[src/rtl/fault_latch_ctl.sv]
module fault_latch_ctl #(
  parameter int LONG_LOW_CYC = 500,
  parameter int RST_CYC      = 16
) (
  input  logic       clk,
  input  logic       rst_n,
  input  logic       gsup_uv,
  input  logic       gsup_ov,
  input  logic       psup_uv,
  input  logic       ot_shdn,
  input  logic       oc_shdn,
  input  logic       en_pin,
  input  logic       rd_stb,
  input  logic       sw_rst_req,
  output logic [4:0] status,
  output logic       fault_any,
  output logic       fault_n,
  output logic       restart_req,
  output logic       gate_rst
);
  localparam int NF = 5;
  localparam int CW = $clog2(LONG_LOW_CYC + 1);
  localparam int RW = (RST_CYC > 1) ? $clog2(RST_CYC) : 1;
  localparam logic [NF-1:0] OV_KEEP = NF'(2);

  logic [NF-1:0] evt, sts_q, keep;
  logic [CW-1:0] low_cnt;
  logic [RW-1:0] rst_cnt;
  logic          en_d;

  assign evt = {oc_shdn, ot_shdn, psup_uv, gsup_ov, gsup_uv};

  wire en_rise  = en_pin & ~en_d;
  wire long_low = (low_cnt == CW'(LONG_LOW_CYC));
  wire sw_take  = sw_rst_req & ~gate_rst;

  always_comb begin
    keep = '1;
    if (rd_stb)  keep = '0;
    if (en_rise) keep = keep & (long_low ? '0 : OV_KEEP);
    if (sw_take) keep = keep & OV_KEEP;
  end

  always_ff @(posedge clk or negedge rst_n) begin
    if (!rst_n) begin
      sts_q       <= '0;
      en_d        <= 1'b1;
      low_cnt     <= '0;
      restart_req <= 1'b0;
    end else begin
      sts_q       <= (sts_q & keep) | evt;
      en_d        <= en_pin;
      restart_req <= en_rise & long_low;
      if (en_pin)         low_cnt <= '0;
      else if (!long_low) low_cnt <= low_cnt + 1'b1;
    end
  end

  always_ff @(posedge clk or negedge rst_n) begin
    if (!rst_n) begin
      gate_rst <= 1'b0;
      rst_cnt  <= '0;
    end else if (sw_take) begin
      gate_rst <= 1'b1;
      rst_cnt  <= RW'(RST_CYC - 1);
    end else if (gate_rst) begin
      if (rst_cnt == '0) gate_rst <= 1'b0;
      else               rst_cnt  <= rst_cnt - 1'b1;
    end
  end

  assign status    = sts_q;
  assign fault_any = |sts_q;
  assign fault_n   = ~fault_any;
endmodule

[config.mk]
export PLATFORM = sky130hd
export DESIGN_NAME = fault_latch_ctl
export DESIGN_NICKNAME = d
export VERILOG_FILES = /design/src/rtl/fault_latch_ctl.sv
export SDC_FILE = /design/constraint.sdc
export NUM_CORES = 1
export LEC_CHECK = 0
export BUFFER_PORTS_ARGS = -buffer_cell sky130_fd_sc_hd__buf_2
export CAP_MARGIN = 20
export CORE_UTILIZATION = 50
export DETAILED_ROUTE_END_ITERATION = 10
export PLACE_DENSITY_LB_ADDON = 0.15
export SKIP_LAST_GASP = 1
export SLEW_MARGIN = 5
export SYNTH_ARGS = -nofsm -noshare
export SYNTH_HDL_FRONTEND = slang
export SYNTH_SLANG_ARGS = --single-unit
[constraint.sdc]
create_clock -name clk -period 1.79 [get_ports clk]
set_input_delay 0.4475 -clock clk [delete_from_list [all_inputs] [get_ports clk]]
set_output_delay 0.4475 -clock clk [all_outputs]
set_load 0.05 [all_outputs]
==> results.py, run 1 <==
metrics = {
    "global_routing": {
        "grt_start_max_net_pins": 22,
        "grt.total_usage": 0.180,
        "grt_pass1_vias": 665,
        "grt_pass1_wl_um": 2730,
        "antenna_found_initial": 0,
        "globalRoute.totalOverflow": 0,
    },
    "place": {
        "dp.cells": 138,
        "post-dp-hpwl_um": 1280,
        "gp_congestion": 0.847,
        "portBuffers": 18,
    },
    "logic_synthesis": {
        "syn_inst": 96,
        "synth_fp_nets": 110,
        "yosysTopAreaCellShare": 0.503,
        "synth_top_cells_by_count": "20 x dfrtp_1, 7 x inv_1, 7 x nor2_1",
        "yosys_register_bits": 21,
        "avgSynthCellArea_um2": 10.4,
        "ys.flop_type": "dfrtp_1",
        "synth-async-reset-ratio": 1.00,
        "syn-cell-area_um2": 996,
        "ys_top_cells_by_area": "dfrtp_1 50%, ha_1 5.0%, o21ai_0 3.0%",
        "synth-edff-count": 0,
        "seq_area_frac_synth": 0.529,
        "synth_cell_types": 31,
        "synth_most_common_cell": "dfrtp_1",
        "yosys_warnings": 0,
        "synth_top_area_cell": "dfrtp_1",
    },
    "detailed_routing": {
        "wirelength_um": 1760,
        "wl_per_cell_um": 12.4,
        "routed-via-count": 766,
        "drc_errors": 0,
        "vias_per_cell": 5.39,
        "drtIter0Drc": 13,
        "drtPass1Iterations": 4,
        "antenna_left": 0,
    },
    "finish": {
        "nNetsFinal": 132,
        "drive_above_1_share": 0.248,
        "layout.cells.non_filler": 142,
        "syn_to_final_growth_pct": 16.1,
        "antenna_cells": 0,
        "multiInputGateArea_um2": 447,
        "nFillCells": 152,
        "regArea_um2": 529,
    },
    "cts": {
        "postCtsHoldBufs": 0,
        "ctsHtreeMaxLevel": 1,
        "cts_buffers": 3,
        "numClockSinks": 21,
        "root_buffer": "clkbuf_4",
        "cts_tree": "done",
        "postCtsSetupRepairBufs": 0,
        "insertion_delay_ps": 300,
        "path_clk_slew_ps": 110,
        "clockBufferDepth": 2,
    },
    "timing": {
        "post-route-period-util": 0.958,
        "tightest_slew_ps": 456,
        "finClkSkew_ps": 2.43,
        "maxSlewHeadroom": 0.696,
        "fmax_mhz": 583,
        "hold_viol_final": 0,
        "grt_setup_unrepaired": "false",
        "setup_viol": 0,
        "maxSlewViolCount": 0,
        "min_period_ps": 1710,
        "setup_tns_ps": 0,
    },
    "setup_path": {
        "required_ps": 1340,
        "cp_slowest_cell": "dfrtp_2",
        "cp_max_fo": 3,
        "arrival_ps": 1270,
        "worstSetupStartpointType": "register",
        "crit_type": "register to primary output",
        "end_kind": "primary output",
        "r2r_slack_ps": 310,
        "max_stage_delay_ps": 430,
        "worstPathCellList": "nor3_2 > nand2_2 > clkinvlp_4 > buf_4",
    },
    "floorplan": {
        "core_area_mm2": 0.00180,
        "die_x_um": 46.6,
        "ios": 19,
        "dieArea_mm2": 0.00217,
        "fp-row-count": 15,
        "start_util": 0.553,
        "die_h_um": 46.6,
    },
    "run_status": {
        "outcome": "finished, final reports clean",
    },
    "min_path": {
        "hold_class": "input pin to async pin",
    },
    "flow_run": {
        "drv_cap": 0,
    },
    "power_and_ir_drop": {
        "ir_drop_mv": 0.844,
        "pwr_density_cell_mw_per_mm2": 981,
        "p_leak_nw": 0.543,
    },
}
[metrics by stage]
step | util | hold slack [ps] | power [mW] | worst slack [ps] | cell area, um^2
floorplan | - | 152 | 0.830 | 11.3 | 1000
global placement | 0.623 | 429 | 0.901 | 305 | 1120
detailed placement | 0.623 | 429 | 0.915 | 314 | 1120
CTS | 0.639 | 88.2 | 1.15 | 22.8 | 1150
global route | 0.642 | 101 | 1.21 | 11.0 | 1160
finish | 0.642 | 74.9 | 1.13 | 75.3 | 1160
[worst paths after layout]
| path | depth (start not counted) | from | to |
|---|---|---|---|
| worst min-delay path | 1 | rst_n | low_cnt[1]$_DFFE_PN0P_ |
| worst min register to register | 1 | rst_cnt[3]$_DFFE_PN0P_ | rst_cnt[3]$_DFFE_PN0P_ |
| worst max register to register | 5 | rst_cnt[0]$_DFFE_PN0P_ | rst_cnt[1]$_DFFE_PN0P_ |
| worst max-delay path | 4 | status[3]$_DFF_PN0_ | fault_n |
| max in group asynchronous | 1 | rst_n | en_d$_DFF_PN1_ |
| min in group clk | 2 | oc_shdn | status[4]$_DFF_PN0_ |
[worst max-delay path: cells and delay by family, from the launching register on]
kind	cells	cell delay (ps)
buffers and inverters	2	240
AND/OR/NAND/NOR	2	280
flip-flops	1	430
[final cells by class]
class	count	area share
clock buffers	4	0.0227
inverters	7	0.0260
multi-input cells	67	0.386
flip-flops and latches	21	0.458
well taps	25	0.0271
repair buffers	18	0.0801
[repair_timing]
action                     in CTS  in global routing
cloned                          0                  0
resized for setup               1                  1
setup endpoints to repair       1                  1
hold endpoints to repair        0                  0
[placed cells by master, fill, tap and decap left out, types with 4 or more instances in the layout]
master and n:
nor2b_1 4, o21ai_0 6, a21o_1 4, ha_1 4, a21oi_1 5, dfrtp_1 18, buf_2 17, nor2_1 7
nand2_1 4, inv_1 6
[logic make-up (layout without fill, tap and decap cells)]
logic type | count (synthesis) | count (layout) | synth area share
flops | 21 | 21 | 0.529
xor+xnor | 1 | 1 | 0.00880
mux | 2 | 2 | 0.0214
buf+inv | 8 | 29 | 0.0302
compound gates | 22 | 22 | 0.137
fa+ha+maj | 4 | 4 | 0.0503
simple gates | 38 | 38 | 0.224
[report_power, final]
group | internal, mW | switching, mW
registers | 0.544 | 0.0617
logic | 0.117 | 0.184
clock network | 0.0870 | 0.140
total | 0.748 | 0.386
[metal layers]
layer	up-vias	share of wire	GRT usage
met2	19	0.45	0.292
met1	361	0.49	0.235
met3	4	0.036	0.0353
li1	382	-	-
met4	0	0.016	0.0686
met5	-	0	0
[registers in the layout (all words and copies together), names as in the netlist]
name,count
low_cnt,9
status,5
rst_cnt,4
en_d,1
gate_rst,1
restart_req,1
Note: power is estimated with default switching activity, not from simulation.
==> run 2: changes to the inputs <==
==> constraint.sdc (replaced) <==
create_clock -name clk -period 1.79 [get_ports clk]
set_input_delay 0 -clock clk [delete_from_list [all_inputs] [get_ports clk]]
set_output_delay 0 -clock clk [all_outputs]
set_load 0.05 [all_outputs]
==> results.py, run 2 (synthesized netlist as in run 1, its figures left out) <==
metrics = {
    "setup_path": {
        "cp_slowest_cell": "dfrtp_1",
        "r2r-end": "rst_cnt[1]$_DFFE_PN0P_",
        "worstSetupStartpointType": "register",
        "crit_type": "register to register",
        "worstPathCellList": "inv_1 > ha_1 > or3b_1 > and3_1 > a31oi_1",
        "max_stage_delay_ps": 430,
        "cp_num_buf_inv": 1,
        "arrival_ps": 1710,
        "end_kind": "register",
        "reg2regPathDepth": 5,
        "cp_max_fo": 4,
        "r2r_slack_ps": 310,
        "reg2reg_from": "rst_cnt[0]$_DFFE_PN0P_",
        "path_delay_family": "simple AND/OR/NAND/NOR gates",
        "required_ps": 2020,
    },
    "floorplan": {
        "die_x_um": 46.6,
        "dieArea_mm2": 0.00217,
        "fp-row-count": 15,
        "ios": 19,
        "die_h_um": 46.6,
        "core_area_mm2": 0.00180,
        "start_util": 0.553,
    },
    "global_routing": {
        "grt.total_usage": 0.194,
        "globalRoute.totalOverflow": 0,
        "antenna_found_initial": 0,
        "grt_pass1_wl_um": 2890,
        "grt_start_max_net_pins": 22,
        "grt_pass1_vias": 720,
    },
    "power_and_ir_drop": {
        "p_leak_nw": 0.587,
        "pwr_density_cell_mw_per_mm2": 945,
        "ir_drop_mv": 0.744,
    },
    "timing": {
        "grt_setup_unrepaired": "false",
        "finClkSkew_ps": 1.06,
        "setup_tns_ps": 0,
        "hold_ws_ps": 29.0,
        "post-route-period-util": 0.825,
        "fmax_mhz": 678,
        "min_period_ps": 1480,
        "fin_ws_ps": 314,
        "tightest_slew_ps": 450,
        "maxSlewViolCount": 0,
        "hold_viol_final": 0,
        "setup_viol": 0,
        "maxSlewHeadroom": 0.698,
    },
    "cts": {
        "numClockSinks": 21,
        "clockBufferDepth": 2,
        "cts_buffers": 3,
        "cts_tree": "done",
        "ctsHtreeMaxLevel": 1,
        "postCtsSetupRepairBufs": 0,
        "path_clk_slew_ps": 110,
        "root_buffer": "clkbuf_4",
        "insertion_delay_ps": 300,
    },
    "finish": {
        "stdcell_area_mm2": 0.00122,
        "layout_common_cells": "20 x dfrtp_1, 18 x buf_2, 8 x dlygate4sd3_1",
        "drive_above_1_share": 0.192,
        "nFillCells": 145,
        "final_util": 0.677,
        "nNetsFinal": 140,
        "syn_to_final_growth_pct": 22.5,
        "multiInputGateArea_um2": 439,
        "regArea_um2": 527,
        "antenna_cells": 0,
        "regMostFlops": "low_cnt",
        "final_common_cell": "dfrtp_1",
        "largest_register_ffs": 9,
    },
    "detailed_routing": {
        "wirelength_um": 1890,
        "vias_per_cell": 5.47,
        "wl_per_cell_um": 12.6,
        "drc_errors": 0,
        "drtPass1Iterations": 4,
        "drtIter0Drc": 10,
        "routed-via-count": 820,
        "antenna_left": 0,
    },
    "place": {
        "portBuffers": 18,
        "post-dp-hpwl_um": 1240,
        "pre_cts_ws_ps": 348,
        "dpl_cell_area_mm2": 0.00111,
        "gp_congestion": 0.782,
    },
    "min_path": {
        "holdPathStages": 4,
        "hp-start": "rd_stb",
        "holdPathEnd": "status[1]$_DFF_PN0_",
        "hold_class": "input pin to register",
    },
    "run_status": {
        "outcome": "finished, final reports clean",
    },
    "flow_run": {
        "drv_cap": 0,
    },
}
run 2: how the worst max path moves through the flow:
stage / startpoint / end / cells after the start
floorplan: status[3]$_DFF_PN0_ / fault_n / 3
global placement: rst_cnt[0]$_DFFE_PN0P_ / rst_cnt[3]$_DFFE_PN0P_ / 5
detailed placement: rst_cnt[0]$_DFFE_PN0P_ / rst_cnt[3]$_DFFE_PN0P_ / 5
CTS: rst_cnt[0]$_DFFE_PN0P_ / rst_cnt[1]$_DFFE_PN0P_ / 5
global route: rst_cnt[0]$_DFFE_PN0P_ / rst_cnt[0]$_DFFE_PN0P_ / 5
finish: rst_cnt[0]$_DFFE_PN0P_ / rst_cnt[1]$_DFFE_PN0P_ / 5
run 2: tightest hold or removal path, delay by kind of cell:
| family | cells | cell delay, ps |
|---|---|---|
| compound gates | 2 | 180 |
| buf+inv | 2 | 130 |
run 2: layout make-up:
type                            count  area share
Multi-Input combinational cell     67       0.360
Tap cell                           25      0.0256
Inverter                            7      0.0215
Sequential cell                    21       0.432
Timing Repair Buffer               26       0.139
Clock buffer                        4      0.0215
run 2: timing repair:
| action | CTS | global route |
|---|---|---|
| resized for setup | 0 | 0 |
| hold buffers | 8 | 0 |
| endpoints found under the hold margin | 29 | 0 |
run 2: layer usage:
layer / wire length [um] / GRT usage / part of all wire
met1: 904 / 0.239 / 0.48
met2: 874 / 0.317 / 0.46
met3: 80 / 0.0353 / 0.042
met4: 34 / 0.109 / 0.018
met5: 0 / 0 / 0
run 2: stage by stage:
stage	total power [mW]	cells
3_5_place_dp	0.918	138
2_1_floorplan	0.828	96
4_1_cts	1.16	150
3_3_place_gp	0.898	138
5_1_grt	1.23	150
6_report	1.15	150
run 2: power breakdown:
group / internal (mW) / switching, mW
Sequential: 0.544 / 0.0661
Clock: 0.0869 / 0.141
Combinational: 0.127 / 0.188
==> run 3: changes to the inputs <==
- CORE_UTILIZATION: 50 -> 47
- clock period: 1.79 -> 1.29 ns (I/O delays scaled with it)
==> results.py, run 3 (synthesized netlist as in run 1, its figures left out) <==
metrics = {
    "place": {
        "portBuffers": 18,
        "dp.cells": 151,
        "pre_cts_ws_ps": -99.9,
        "gp_congestion": 0.783,
        "dpl_cell_area_mm2": 0.00122,
        "post-dp-hpwl_um": 1340,
    },
    "finish": {
        "layout.cells.non_filler": 167,
        "stdcell_area_mm2": 0.00149,
        "drive_above_1_share": 0.479,
        "nNetsFinal": 155,
        "regMostFlops": "low_cnt",
        "syn_to_final_growth_pct": 49.6,
        "nFillCells": 143,
        "largest_register_ffs": 9,
        "antenna_cells": 0,
        "final_util": 0.752,
        "layout_common_cells": "16 x buf_2, 15 x dfrtp_1, 14 x buf_4",
        "final_common_cell": "buf_2",
    },
    "floorplan": {
        "ios": 19,
        "core_area_mm2": 0.00198,
        "start_util": 0.503,
        "die_h_um": 48.0,
        "fp-row-count": 16,
        "dieArea_mm2": 0.00231,
        "die_x_um": 48.0,
    },
    "power_and_ir_drop": {
        "pwr-share-seq": 0.465,
        "pwr_density_cell_mw_per_mm2": 1240,
        "pwr-share-comb": 0.370,
        "internal-power_mw": 1.22,
        "power_mw": 1.85,
        "p_clk_frac": 0.164,
        "netSwitchingFraction": 0.338,
        "p_leak_nw": 0.670,
        "ir_drop_mv": 0.750,
        "p_sw_mw": 0.625,
    },
    "timing": {
        "setup_tns_ps": -422,
        "setup_viol": 5,
        "finClkSkew_ps": 10.9,
        "maxSlewViolCount": 0,
        "tightest_slew_ps": 461,
        "post-route-period-util": 1.09,
        "hold_viol_final": 0,
        "grt_setup_unrepaired": "true",
        "fmax_mhz": 708,
        "maxSlewHeadroom": 0.693,
        "fin_ws_ps": -122,
        "hold_ws_ps": 38.1,
        "min_period_ps": 1410,
    },
    "setup_path": {
        "reg2regPathDepth": 5,
        "cp_num_buf_inv": 1,
        "arrival_ps": 1640,
        "path_delay_family": "simple AND/OR/NAND/NOR gates",
        "max_stage_delay_ps": 410,
        "reg2reg_from": "rst_cnt[0]$_DFFE_PN0P_",
        "crit_type": "register to register",
        "critical_path_cell_count": 5,
        "worstSetupStartpointType": "register",
        "cp_slowest_cell": "dfrtp_1",
        "worstPathCellList": "inv_2 > ha_4 > or3b_4 > and3_4 > a31oi_1",
        "end_kind": "register",
        "crit_start": "rst_cnt[0]$_DFFE_PN0P_",
        "cp_max_fo": 4,
        "crit_path_end": "rst_cnt[1]$_DFFE_PN0P_",
        "required_ps": 1520,
        "r2r-end": "rst_cnt[1]$_DFFE_PN0P_",
        "r2r_slack_ps": -120,
    },
    "detailed_routing": {
        "wl_per_cell_um": 14.0,
        "routed-via-count": 870,
        "drtIter0Drc": 11,
        "antenna_left": 0,
        "drc_errors": 0,
        "vias_per_cell": 5.21,
        "wirelength_um": 2330,
        "drtPass1Iterations": 4,
    },
    "global_routing": {
        "grt_pass1_wl_um": 3020,
        "antenna_found_initial": 0,
        "grt.total_usage": 0.196,
        "globalRoute.totalOverflow": 0,
        "grt_start_max_net_pins": 22,
        "grt_pass1_vias": 748,
    },
    "run_status": {
        "violations": "setup timing",
        "outcome": "finished, violations left",
    },
    "cts": {
        "path_clk_slew_ps": 120,
        "clockBufferDepth": 2,
        "root_buffer": "clkbuf_4",
        "numClockSinks": 21,
        "cts_buffers": 3,
        "ctsHtreeMaxLevel": 1,
        "cts_tree": "done",
        "insertion_delay_ps": 290,
    },
    "flow_run": {
        "drv_cap": 0,
    },
    "min_path": {
        "hold_class": "input pin to register",
    },
}
[run 3: power by group through the flow]
stage / Clock, mW / Combinational [mW] / Sequential, mW
3_3_place_gp: 0 / 0.532 / 0.848
2_1_floorplan: 0 / 0.248 / 0.928
4_1_cts: 0.318 / 0.586 / 0.846
3_5_place_dp: 0 / 0.545 / 0.852
5_1_grt: 0.337 / 0.763 / 0.868
6_report: 0.304 / 0.684 / 0.860
[run 3: final cells by class]
type                       count  area [um^2]  area share
tap                           27         33.8      0.0227
timing repair buffer          41          303       0.203
inverter                       7         30.0      0.0202
clock buffer                   4         26.3      0.0176
sequential                    21          533       0.358
multi-input combinational     67          564       0.379
[run 3: worst reg2reg max path, cell delays in order, from the launching register on]
cell and delay (ps):
dfrtp_1 410, inv_2 90, ha_4 120, or3b_4 410, and3_4 200, a31oi_1 120
[run 3: worst min-delay path by stage]
| stage | endpoint | from | slack [ps] | depth (start not counted) |
|---|---|---|---|---|
| 6_report | status[1]$_DFF_PN0_ | rd_stb | 40 | 4 |
| 5_1_grt | status[3]$_DFF_PN0_ | rd_stb | 70 | 3 |
| 4_1_cts | status[1]$_DFF_PN0_ | rd_stb | 10 | 4 |
| 3_5_place_dp | rst_cnt[2]$_DFFE_PN0P_ | rst_n | -20 | 1 |
| 3_3_place_gp | rst_cnt[2]$_DFFE_PN0P_ | rst_n | -20 | 1 |
| 2_1_floorplan | gate_rst$_DFF_PN0_ | rst_n | -300 | 0 |
[run 3: repair_timing]
action | CTS | global route
hold endpoints to repair | 29 | 0
pin swaps | 3 | 8
setup endpoints to repair | 13 | 21
setup buffers | 4 | 0
gates resized for setup | 6 | 29
hold buffers | 8 | 0
[run 3: metal layers]
layer	wire (um)	GRT usage	vias to the layer above
met5	0	0	-
met4	28	0.0833	0
met1	927	0.222	418
met3	65	0.0226	4
met2	1310	0.365	16
li1	-	-	432
